**src/rtl/base_window_decode.sv**
```systemverilog
module base_window_decode #(
  parameter int ADDR_W   = 32,
  parameter int WIN_BITS = 13,
  parameter int FC_W     = 3,
  parameter logic [FC_W-1:0]   CPU_FC   = 3'd7,
  parameter logic [ADDR_W-1:0] REG_ADDR = 32'h0003_FF00
) (
  input  logic                clk,
  input  logic                rst_n,
  input  logic                acc_valid,
  input  logic                wr,
  input  logic [FC_W-1:0]     fc,
  input  logic [ADDR_W-1:0]   addr,
  input  logic [ADDR_W-1:0]   wdata,
  output logic [ADDR_W-1:0]   rdata,
  output logic                int_sel,
  output logic [WIN_BITS-1:0] offset
);
  localparam int TAG_W = ADDR_W - WIN_BITS;

  logic [TAG_W-1:0] base_q;
  logic             valid_q;

  wire cpu_space = (fc == CPU_FC);
  wire reg_hit   = acc_valid && cpu_space && (addr == REG_ADDR);
  wire reg_write = reg_hit && wr;
  wire reg_read  = reg_hit && !wr;

  always_ff @(posedge clk or negedge rst_n) begin
    if (!rst_n) begin
      base_q  <= '0;
      valid_q <= 1'b0;
    end else if (reg_write) begin
      base_q  <= wdata[ADDR_W-1:WIN_BITS];
      valid_q <= 1'b1;
    end
  end

  assign int_sel = acc_valid && valid_q && !cpu_space &&
                   (addr[ADDR_W-1:WIN_BITS] == base_q);
  assign offset  = int_sel ? addr[WIN_BITS-1:0] : '0;
  assign rdata   = reg_read ? {base_q, {(WIN_BITS-1){1'b0}}, valid_q} : '0;


  base_load_chk: assert property (@(posedge clk) disable iff (!rst_n)
    reg_write |=> (valid_q && base_q == $past(wdata[ADDR_W-1:WIN_BITS])));


  base_hold_chk: assert property (@(posedge clk) disable iff (!rst_n)
    !reg_write |=> ($stable(base_q) && $stable(valid_q)));


  valid_origin_chk: assert property (@(posedge clk) disable iff (!rst_n)
    $rose(valid_q) |-> $past(reg_write));


  cpu_space_excl_chk: assert property (@(posedge clk) disable iff (!rst_n)
    cpu_space |-> !int_sel);


  idle_quiet_chk: assert property (@(posedge clk) disable iff (!rst_n)
    !acc_valid |-> (!int_sel && rdata == '0));


  rdata_excl_chk: assert property (@(posedge clk) disable iff (!rst_n)
    (rdata != '0) |-> !int_sel);
endmodule

```
**config.mk**
```make
export PLATFORM = sky130hd
export DESIGN_NAME = base_window_decode
export DESIGN_NICKNAME = d
export VERILOG_FILES = /design/src/rtl/base_window_decode.sv
export SDC_FILE = /design/constraint.sdc
export NUM_CORES = 1
export LEC_CHECK = 0
export BUFFER_PORTS_ARGS = -buffer_cell sky130_fd_sc_hd__buf_2
export CAP_MARGIN = 30
export CORE_MARGIN = 2
export CORE_UTILIZATION = 36
export DETAILED_ROUTE_END_ITERATION = 7
export PLACE_DENSITY = 0.83
export SLEW_MARGIN = 25
export SYNTH_ARGS = -nofsm -noshare
export SYNTH_HDL_FRONTEND = slang
export SYNTH_SLANG_ARGS = --single-unit
```
**constraint.sdc**
```tcl
create_clock -name clk -period 1.82 [get_ports clk]
set_clock_uncertainty 0.15 [all_clocks]
set_input_delay 0.273 -clock clk [delete_from_list [all_inputs] [get_ports clk]]
set_output_delay 0.273 -clock clk [all_outputs]
set_load 0.03 [all_outputs]
```
==> metrics.cfg <==
[setup_path]
crit_fanout=6
endpoint_kind=output port
crit_required_ns=1.40
crit_type=register to output port
worstPathArrival_ns=1.91
cp-start-kind=register

[clock_network]
cts_tree=built
htree_levels=1
clk_pin_slew_worst_paths_ns=0.08
insertion_delay_ns=0.26
clock-sinks=20
root_buffer=clkbuf_8
clockBufferDepth=2
cts_buffers=3

[yosys]
syn_area_um2=1506
netlist_instances=150
synth_flop_cell=dfrtp_1
ys.warnings.count=0
synth_seq_area_share_pct=33.22
synth_cell_types=22
async_reset_ff_share_pct=100.0
postSynthAreaPerCell_um2=10.04
synth_edf_count=0
ys_ff_latch=20

[final_layout]
fin_util_pct=76.17
area_growth_pct=102.2
diodes=0
fin_nets=360
drive_gt1_share_pct=72.22
postLayoutCellArea_um2=3047

[timing]
fin_crit_sh_pct=128.3
maxSlewViolCount=0
fin_crit_ns=2.334
hold_ws_ns=0.08848
final-setup-viol-count=53
setup_slack_ns=-0.5143
final_hold_viol_count=0
finalSetupTns_ns=-17.09
max_freq_ghz=0.4284
rsz0062_at_grt=true

[route]
post_drt_wl_per_cell_um=15.47
routed_via_density=4.669
drc=0
ant_nets=0
via_count=1578
first_iter_violations=22
firstDrtPassIters=4
drt-total-wl_mm=5.230

[global_route]
gr-usage-all-layers_pct=21.60
grt_pass1_wl_mm=7.438
grt.overflow.total=0
grt_pass1_vias=1670
grt_max_degree=21
antenna_found_initial=0

[floorplanning]
rows=23
io_pins=117
start_util_pct=37.66
die_height_um=68.69
die_w_um=68.69
core_um2=4000
die_area_um2=4718

[run_status]
violations=setup timing
status=complete, but fails checks

[placement]
gp_congestion=0.8596
post-dp-hpwl_mm=3.553
io_buffers=91
post_dp_cell_area_um2=2489

[hold_path]
hp-class=input port to register

[power_and_ir_drop]
p_per_area_nw_per_um2=331.8
power_leakage_nw=1.738
vdd_drop_max_mv=0.2697
p_total_w=0.001011

[flow_run]
max-cap-violations=0

-- power by group --
group	internal, W	leakage, nW	total [W]	switching, W
sequential	0.000444	0.280	0.000444	0.000000000000203
combinational	0.000105	1.43	0.000225	0.000120
clock	0.000192	0.0288	0.000342	0.000150
total	0.000741	1.74	0.00101	0.000270
-- cell families after synthesis --
logic type	after synthesis	synth area share, %
xor+xnor	19	11.05
buf+inv	32	11.96
flops	20	33.22
mux	19	18.94
other cells	1	0.2489
simple gates	59	24.59
-- registers in the layout, summed over array words and instances (netlist names) --
name and count:
base_q 19, valid_q 1
-- layer usage --
metal	global-route usage, %	vias to the layer above	wire (µm)	share of wire [%]
li1	-	762	-	-
met1	23.86	737	1960	37
met2	40.87	69	2758	53
met3	4.545	10	408	7.8
met4	6.863	0	102	2.0
met5	0	-	0	0
-- cell type report --
class                           count  area, µm²
Clock buffer                        4      55.05
Fill cell                         253      953.4
Inverter                           14      52.55
Multi-Input combinational cell    109       1156
Sequential cell                    20      500.5
Tap cell                           50      62.56
Timing Repair Buffer              141       1220
-- final timing paths --
kind | to | cells past startpoint | slack (ns) | start
max in group asynchronous | valid_q | 2 | 0.85 | rst_n
min | base_q[12] | 2 | 0.09 | wdata[25]
max | offset[11] | 7 | -0.51 | base_q[4]
max reg2reg | base_q[12] | 2 | 0.76 | base_q[12]
min in group asynchronous | base_q[12] | 2 | 0.35 | rst_n
min reg2reg | valid_q | 1 | 0.39 | valid_q
-- critical path, cell delays in order, from the launching register on --
cell and delay, ns:
dfrtp_1 0.39, xor2_1 0.15, nor4_1 0.30, nand4_1 0.15, buf_6 0.16, clkbuf_16 0.16, nor3_4 0.18, buf_6 0.15
-- cell usage in the layout (no fill, tap or decap), types with 2 or more instances in the layout --
master	instances
buf_8	3
nand2_1	2
nand4_1	5
buf_12	6
mux2_4	19
xor2_1	18
buf_2	49
nor4b_4	3
clkbuf_8	4
and2_4	20
nor3_2	2
conb_1	12
nor3_4	11
dfrtp_1	20
buf_4	41
nor4_4	3
nor4_2	3
inv_1	14
buf_6	39
and3_1	2
-- per-stage QoR --
stage	std cells	setup slack [ns]
2_1_floorplan	161	-0.2641
3_3_place_gp	324	-0.4583
3_5_place_dp	324	-0.4545
4_1_cts	335	-0.5135
5_1_grt	338	-0.6652
6_report	338	-0.5143
-- cells in the mapped netlist, drive strengths merged (3+ instances only) --
master  number  area share [%]
clkbuf       4             1.0
nand4        5             2.1
inv         14             3.5
mux2        19              19
nor4         7             3.3
xor2        18              10
and2        20             8.3
nor3        14             4.7
nor4b        3             1.7
dfrtp       20              33
buf         14             7.5
-- repair_timing --
item | 4_1_cts | 5_1_grt
hold buffers | 1 | 0
pin swaps | 29 | 5
endpoints found under the hold margin | 20 | 0
setup endpoints to repair | 53 | 53
resized for setup | 100 | 7
cloned | 3 | 1
setup buffers | 4 | 3
No activity file was read; power rests on OpenSTA's default activity.
